`src/rtl/fault_frame_pkg.sv`:
```
package fault_frame_pkg;
  localparam int WORD_W       = 16;
  localparam int ADDR_W       = 32;
  localparam int FC_W         = 3;
  localparam int FRAME_WORDS  = 7;
  localparam int IDX_W        = $clog2(FRAME_WORDS);
  localparam int ADDR_HALVES  = ADDR_W / WORD_W;
  localparam int SR_SUPV_BIT  = 13;
  localparam int SR_TRACE_BIT = 15;
  localparam int INFO_RW_BIT  = 4;
  localparam int INFO_NI_BIT  = 3;

  // word positions, high stack address first
  localparam int SEL_PC_LO = 0;
  localparam int SEL_SR    = SEL_PC_LO + ADDR_HALVES;
  localparam int SEL_IR    = SEL_SR + 1;
  localparam int SEL_FA_LO = SEL_IR + 1;
  localparam int SEL_INFO  = SEL_FA_LO + ADDR_HALVES;

  typedef enum logic [1:0] {
    ST_IDLE  = 2'd0,
    ST_WRITE = 2'd1,
    ST_DONE  = 2'd2,
    ST_HALT  = 2'd3
  } seq_state_e;

  typedef struct packed {
    logic             capture;
    logic             step;
    logic             last;
    logic [IDX_W-1:0] wordSel;
  } frame_ctrl_t;

  function automatic logic [WORD_W-1:0] pack_info(input logic isRead,
                                                  input logic notInstr,
                                                  input logic [FC_W-1:0] fc);
    logic [WORD_W-1:0] w;
    w = '0;
    w[INFO_RW_BIT] = isRead;
    w[INFO_NI_BIT] = notInstr;
    w[FC_W-1:0]    = fc;
    return w;
  endfunction
endpackage

```
`src/rtl/fault_frame_ctrl.sv`:
```
module fault_frame_ctrl
  import fault_frame_pkg::*;
(
  input  logic        clk,
  input  logic        rstN,
  input  logic        faultPulse,
  input  logic        memAck,
  output frame_ctrl_t ctrl,
  output logic        memReq,
  output logic        done,
  output logic        halt
);
  seq_state_e       state, stateNext;
  logic [IDX_W-1:0] wordIdx, wordIdxNext;
  logic             lastWord;

  assign lastWord = (wordIdx == IDX_W'(FRAME_WORDS - 1));

  always_comb begin
    stateNext   = state;
    wordIdxNext = wordIdx;
    case (state)
      ST_IDLE: begin
        if (faultPulse) begin
          stateNext   = ST_WRITE;
          wordIdxNext = '0;
        end
      end
      ST_WRITE: begin
        if (faultPulse) begin
          stateNext = ST_HALT;
        end else if (memAck) begin
          if (lastWord) stateNext = ST_DONE;
          else          wordIdxNext = wordIdx + 1'b1;
        end
      end
      ST_DONE: stateNext = faultPulse ? ST_HALT : ST_IDLE;
      default: stateNext = ST_HALT;
    endcase
  end

  always_ff @(posedge clk) begin
    if (!rstN) begin
      state   <= ST_IDLE;
      wordIdx <= '0;
    end else begin
      state   <= stateNext;
      wordIdx <= wordIdxNext;
    end
  end

  always_comb begin
    ctrl.capture = (state == ST_IDLE) && faultPulse;
    ctrl.step    = (state == ST_WRITE) && memAck && !faultPulse;
    ctrl.last    = lastWord;
    ctrl.wordSel = wordIdx;
  end

  assign memReq = (state == ST_WRITE);
  assign done   = (state == ST_DONE);
  assign halt   = (state == ST_HALT);
endmodule

```
`src/rtl/fault_frame_datapath.sv`:
```
module fault_frame_datapath
  import fault_frame_pkg::*;
#(
  parameter logic [ADDR_W-1:0] VEC_ADDR = 32'd8
) (
  input  logic              clk,
  input  logic              rstN,
  input  frame_ctrl_t       ctrl,
  input  logic [ADDR_W-1:0] faultAddr,
  input  logic              faultRead,
  input  logic [FC_W-1:0]   faultFc,
  input  logic [WORD_W-1:0] faultIr,
  input  logic [ADDR_W-1:0] faultPc,
  input  logic [WORD_W-1:0] faultSr,
  input  logic              inInstr,
  input  logic              inVecStep,
  input  logic [ADDR_W-1:0] spIn,
  output logic [ADDR_W-1:0] memAddr,
  output logic [WORD_W-1:0] memData,
  output logic [ADDR_W-1:0] spOut,
  output logic [WORD_W-1:0] newSr
);
  localparam logic [ADDR_W-1:0] WORD_BYTES = ADDR_W'(WORD_W / 8);

  logic [ADDR_W-1:0] capPc, capAddr, spReg;
  logic [WORD_W-1:0] capSr, capIr, capInfo, capNewSr;
  logic [WORD_W-1:0] frameWords [FRAME_WORDS];

  always_ff @(posedge clk) begin
    if (!rstN) begin
      capPc    <= '0;
      capAddr  <= '0;
      capSr    <= '0;
      capIr    <= '0;
      capInfo  <= '0;
      capNewSr <= '0;
      spReg    <= '0;
    end else if (ctrl.capture) begin
      capPc    <= inVecStep ? VEC_ADDR : faultPc;
      capAddr  <= faultAddr;
      capSr    <= faultSr;
      capIr    <= faultIr;
      capInfo  <= pack_info(faultRead, !inInstr, faultFc);
      capNewSr <= (faultSr | (WORD_W'(1) << SR_SUPV_BIT))
                  & ~(WORD_W'(1) << SR_TRACE_BIT);
      spReg    <= spIn - WORD_BYTES;
    end else if (ctrl.step && !ctrl.last) begin
      spReg    <= spReg - WORD_BYTES;
    end
  end

  for (genvar h = 0; h < ADDR_HALVES; h++) begin : g_half
    assign frameWords[SEL_PC_LO + h] = capPc[h*WORD_W +: WORD_W];
    assign frameWords[SEL_FA_LO + h] = capAddr[h*WORD_W +: WORD_W];
  end
  assign frameWords[SEL_SR]   = capSr;
  assign frameWords[SEL_IR]   = capIr;
  assign frameWords[SEL_INFO] = capInfo;

  always_comb begin
    memData = '0;
    for (int i = 0; i < FRAME_WORDS; i++) begin
      if (ctrl.wordSel == IDX_W'(i)) memData = frameWords[i];
    end
  end

  assign memAddr = spReg;
  assign spOut   = spReg;
  assign newSr   = capNewSr;
endmodule

```
`src/rtl/fault_frame_builder.sv`:
```
module fault_frame_builder
  import fault_frame_pkg::*;
#(
  parameter int          VEC_NUM  = 2,
  parameter logic [31:0] VEC_BASE = 32'h0
) (
  input  logic        clk,
  input  logic        rstN,
  input  logic        faultPulse,
  input  logic [31:0] faultAddr,
  input  logic        faultRead,
  input  logic [2:0]  faultFc,
  input  logic [15:0] faultIr,
  input  logic [31:0] faultPc,
  input  logic [15:0] faultSr,
  input  logic        inInstr,
  input  logic        inVecStep,
  input  logic [31:0] spIn,
  output logic        memReq,
  input  logic        memAck,
  output logic [31:0] memAddr,
  output logic [15:0] memData,
  output logic        done,
  output logic [31:0] spOut,
  output logic [7:0]  vecNum,
  output logic [15:0] newSr,
  output logic        halt
);
  localparam logic [ADDR_W-1:0] VEC_ADDR = VEC_BASE + ADDR_W'(VEC_NUM * 4);

  frame_ctrl_t ctrl;

  fault_frame_ctrl u_ctrl (
    .clk        (clk),
    .rstN       (rstN),
    .faultPulse (faultPulse),
    .memAck     (memAck),
    .ctrl       (ctrl),
    .memReq     (memReq),
    .done       (done),
    .halt       (halt)
  );

  fault_frame_datapath #(.VEC_ADDR(VEC_ADDR)) u_dp (
    .clk       (clk),
    .rstN      (rstN),
    .ctrl      (ctrl),
    .faultAddr (faultAddr),
    .faultRead (faultRead),
    .faultFc   (faultFc),
    .faultIr   (faultIr),
    .faultPc   (faultPc),
    .faultSr   (faultSr),
    .inInstr   (inInstr),
    .inVecStep (inVecStep),
    .spIn      (spIn),
    .memAddr   (memAddr),
    .memData   (memData),
    .spOut     (spOut),
    .newSr     (newSr)
  );

  assign vecNum = done ? 8'(VEC_NUM) : 8'd0;
endmodule

```
`config.mk`:
```
export PLATFORM = sky130hd
export DESIGN_NAME = fault_frame_builder
export DESIGN_NICKNAME = d
export VERILOG_FILES = /design/src/rtl/fault_frame_pkg.sv /design/src/rtl/fault_frame_ctrl.sv /design/src/rtl/fault_frame_datapath.sv /design/src/rtl/fault_frame_builder.sv
export SDC_FILE = /design/constraint.sdc
export NUM_CORES = 1
export LEC_CHECK = 0
export ABC_AREA = 1
export CORE_MARGIN = 2
export CORE_UTILIZATION = 44
export CTS_CLUSTER_DIAMETER = 100
export DETAILED_ROUTE_END_ITERATION = 8
export DONT_BUFFER_PORTS = 1
export PLACE_DENSITY = 0.66
export SETUP_SLACK_MARGIN = 0.5
export SLEW_MARGIN = 30
export SYNTH_ARGS = -nofsm -noshare
export SYNTH_HDL_FRONTEND = slang
export SYNTH_SLANG_ARGS = --single-unit
```
`constraint.sdc`:
```
create_clock -name clk -period 4.2 [get_ports clk]
set_input_delay 0.42 -clock clk [delete_from_list [all_inputs] [get_ports clk]]
set_output_delay 0.42 -clock clk [all_outputs]
set_load 0.02 [all_outputs]
```
# Yosys cells after proc, flatten, opt, wreduce, memory -nomap -nowiden
# Cells that the tools add are included.
# totals
ff_bits,153
input_bits,138
# op_classes
add_sub_neg,3
eq_ne,15
n_mux,22
reduce_logical,13
# ops
op,n
16-bit 2-to-1 mux,7
32-bit 2-to-1 mux,3
32-bit by 2-bit subtractor with 32-bit output (second input constant),2
2-bit 2-to-1 mux,6
3-bit 2-to-1 mux,4
3-bit equality test (second input constant),3
3-bit by 2-bit equality test with 1-bit output (second input constant),2
2-bit != test (second input constant),3
3-bit by 2-bit != test with 1-bit output (second input constant),2
2-bit one-hot mux with 3 select lines,1
3-bit one-hot mux with 2 select lines,1
5-bit AND reduction,1
2-bit equality test (second input constant),2
1-bit logical AND,4
2-bit nonzero test,2
3-bit by 1-bit adder with 3-bit output (second input constant),1
3-bit by 1-bit equality test with 1-bit output (second input constant),1
1-bit zero test,3
3-bit zero test,1
3-bit AND reduction,1
2-bit by 1-bit equality test with 1-bit output (second input constant),1
2-bit zero test,1
2-bit by 1-bit != test with 1-bit output (second input constant),1

# Depth between registers and ports, before layout
# logic_depth
word_depth,8
mapped_depth,15

# Hierarchy
# Synthesis repeated with hierarchy kept, for this count alone.
# hier_totals
cells_unflattened,1254
area_unflattened_um2,7911.3
# by_module_without_submodules
mod,instances,cells_per_inst,area_each_um2,seq_area_each_um2
fault_frame_datapath,1,1197,7517.2,2682.6
fault_frame_ctrl,1,48,330.3,100.1
fault_frame_builder,1,9,63.8,0.0

# Worst setup path before layout
# OpenSTA, ideal clock, no wires.
# synth_timing
path_type,reg-to-output
start,reg u_ctrl.wordIdx[1]
end,out memData[5]
t_arrival_ns,2.010
required_ns,3.780
path_slack_ns,1.770
path_stages_with_launch,12
n_path_buf,1
path_cell_list,dfxtp_1 inv_1 ha_1 clkinv_1 nor2_1 buf_2 nand2_1 nand3_1 o21ai_0 o211ai_1 o21ai_0 a21oi_1
# synth_via
elab_chain_cells,8
word_cells_on_any_way,14
# synth_rtl
element,line_no,source
"start, declared",fault_frame_ctrl.sv:14,"logic [IDX_W-1:0] wordIdx, wordIdxNext;"
"start signal, assigned",fault_frame_ctrl.sv:48,wordIdx <= wordIdxNext;
3-bit zero test,fault_frame_datapath.sv:63,if (ctrl.wordSel == IDX_W'(i)) memData = frameWords[i];
16-bit 2-to-1 mux (6 in a row),fault_frame_datapath.sv:63,
16-bit 2-to-1 mux (*),fault_frame_datapath.sv:63,
"end, declared",fault_frame_builder.sv:22,"output logic [15:0] memData,"
# Mark *: on every way between the ends. The rest lies on a longest branch, timed or not.

# Final worst setup path
# Same ends and word-level chain as after synthesis.

==> metrics.yaml <==
layout:
  regArea_um2: 2783
  fin_area_um2: 8120
  multi_input_area_um2: 4004
  fillers: 1811
  final_common_cell: "nand2_1"
  num_antenna_cells: 0
  layout.nets: 1251
  drive_gt1_share_pct: 8.318
  area.growth.synth_to_final_pct: 3.658
  mostFrequentLayoutCells: "nand2_1 (239), nor2_1 (189), dfxtp_1 (139)"
sta:
  skew_ns: 0.005838
  slew_violations: 0
  hold_viol_final: 0
  worst_pin_slew_ns: 0.9277
  fmax_mhz: 301.4
  fin_tns_setup_ns: 0
  period_minus_slack_ns: 3.318
  relSlewSlack_pct: 37.77
  setup_viol: 0
  grt_setup_unrepaired: "false"
  finalWorstSetupSlack_ns: 0.8820
  period_share_pct: 79.00
synth:
  synth_cells: 1198
  synth_cell_types: 36
  synth-main-ff-cell: "dfxtp_1"
  ys_seq_area_share_pct: 35.52
  synth_edf_count: 0
  ys_top_cells_by_area: "dfxtp_1 (36%), nand2_1 (11%), nor2_1 (9.2%), o21ai_0 (7.7%), nand3_1 (7.5%)"
  yosysTopAreaCell: "dfxtp_1"
  ys_seq_elements: 139
  avgSynthCellArea_um2: 6.539
  synth_top_area_share_pct: 35.52
  yosysWarnings: 0
  syn-cell-area_um2: 7834
  synthArstFlopShare_pct: 0
routing:
  post_drt_wl_per_cell_um: 16.57
  routed_via_density: 5.274
  ant_nets: 0
  vias: 7083
  firstDrtPassIters: 5
  drc: 0
  wl_um: 22260
  drtIter0Drc: 477
global_route:
  grt_usage_pct: 22.96
  grt_pass1_vias: 6311
  grt_pass1_wl_um: 33330
  grt_antenna_before_repair: 0
  grt_max_degree: 103
  grt-ovfl-total: 0
setup_path:
  path_max_fanout: 17
  path_common_cell: "o21ai_0"
  startpoint_type: "flip-flop"
  cp_data_arrival_time_ns: 2.90
  cp.required_ns: 3.78
  worstSetupEndpointType: "primary output"
  crit_path_max_incr_delay_ns: 0.45
  crit_slowest_cell: "a21oi_1"
  cp_cell_sequence: "inv_1 > ha_1 > clkinv_1 > nor2_4 > buf_12 > nand2_1 > nand3_1 > o21ai_0 > o211ai_1 > o21ai_0 > a21oi_1"
  setup.worst_path.class: "flip-flop to primary output"
clock_tree:
  cts.sinks: 139
  path_clk_slew_ns: 0.06
  clk_latency_ns: 0.43
  cts_tree: "done"
  htree_levels: 4
  cts-root-buf: "clkbuf_16"
  clk_path_buf_depth: 2
  cts_buffers: 17
floorplanning:
  row_count: 48
  io_pins: 245
  die_x_um: 137.4
  fp.dieH_um: 137.4
  die-area_um2: 18890
  start_util_pct: 45.13
  core_um2: 17360
hold_path:
  hold_class: "input port to flip-flop"
place:
  place_area_um2: 7466
  portBuffers: 0
  dp_hpwl_um: 15550
  dp_worst_setup_slack_ns: 0.7644
  place_congestion: 0.8873
power:
  power_density_nw_per_um2: 485.4
  vdd_ir_drop_max_mv: 0.3238
  p_leak_nw: 3.612
job:
  maxCapViolCount: 0
run_status:
  outcome: "completed"
## cell families (layout without fill, tap and decap cells)
logic type	count (synthesis)	in the layout	synth area share [%]
AND/OR/NAND/NOR	605	605	33.25
AO/OA/AOI/OAI	221	221	15.78
buffers and inverters	221	134	13.86
flip-flops	139	139	35.52
adder cells (fa/ha/maj)	6	6	0.9583
XOR/XNOR	4	4	0.4473
other	1	8	0.04787
multiplexers	1	1	0.1278
## critical path, delay by kind of cell (launching register included)
kind / cells / cell delay, ns
buffers and inverters: 3 / 0.66
AOI/OAI and AO/OA: 4 / 0.88
and+or+nand+nor: 3 / 0.41
DFF: 1 / 0.33
adders and majority gates: 1 / 0.19
## flip-flops by register name (all words and copies together), names as in the netlist
register and flops:
u_dp.capIr 16, u_dp.capAddr 32, u_dp.capSr 16, u_dp.capInfo 5
u_dp.newSr 1, u_dp.capPc 32, u_ctrl.wordIdx 3, u_ctrl.state 2
u_dp.memAddr 32
## metrics by stage
step / cells / hold slack (ns) / utilization [%] / power (mW)
6_report: 1343 / 0.08175 / 46.78 / 3.941
5_1_grt: 1343 / 0.07593 / 46.78 / 4.125
4_1_cts: 1342 / 0.06564 / 46.61 / 3.963
3_5_place_dp: 1312 / 0.4612 / 43.01 / 2.354
3_3_place_gp: 1312 / 0.4574 / 43.01 / 2.341
2_1_floorplan: 1205 / 0.4371 / - / 2.277
## Yosys cell counts (4+ instances only)
library cell	number
nand3_1	118
o211ai_1	27
dfxtp_1	139
nand3b_1	12
nor2_2	12
nor3_1	4
o21bai_1	5
clkbuf_1	51
buf_2	10
nand2_1	240
a21oi_1	44
nor2_4	4
o21ai_2	7
a31oi_1	12
o21ai_0	121
inv_1	86
buf_4	56
nand2_2	15
nor2_1	191
inv_2	9
ha_1	6
## final timing paths
check,start,endpoint,slack (ns),cells after the start
hold reg to reg,u_dp.capPc[16],u_dp.capPc[16],0.47,2
hold / removal,inInstr,u_dp.capInfo[3],0.08,1
setup reg to reg,u_ctrl.state[0],u_dp.memAddr[20],1.04,9
setup / recovery,u_ctrl.wordIdx[1],memData[5],0.88,11
## per-layer routing
metal | vias up | global-route usage, % | wire length, um
met5 | - | 0 | 0
met2 | 212 | 39.25 | 10820
met1 | 3215 | 28.12 | 9509
met4 | 0 | 7.216 | 413
li1 | 3628 | - | -
met3 | 28 | 6.071 | 1512
## cell type report
type                    instances  area share (%)
inverters                      97           4.499
flip-flops and latches        139           34.27
clock buffers                  20           5.624
repair buffers                  7          0.8012
well taps                     225           3.467
multi-input cells             845           49.31
clock inverters                10           2.034
## report_power, final
group          internal (mW)  leakage, nW  switching, mW
registers               1.43         1.15          0.196
clock network           1.02        0.295          0.590
logic                  0.217         2.17          0.489
total                   2.67         3.61           1.27
## timing repair
item | CTS | global route
pin swaps | 0 | 1
setup endpoints to repair | 15 | 15
setup buffers | 0 | 1
resized for setup | 1 | 1
hold buffers | 0 | 0
No activity file was read; power rests on OpenSTA's default activity.
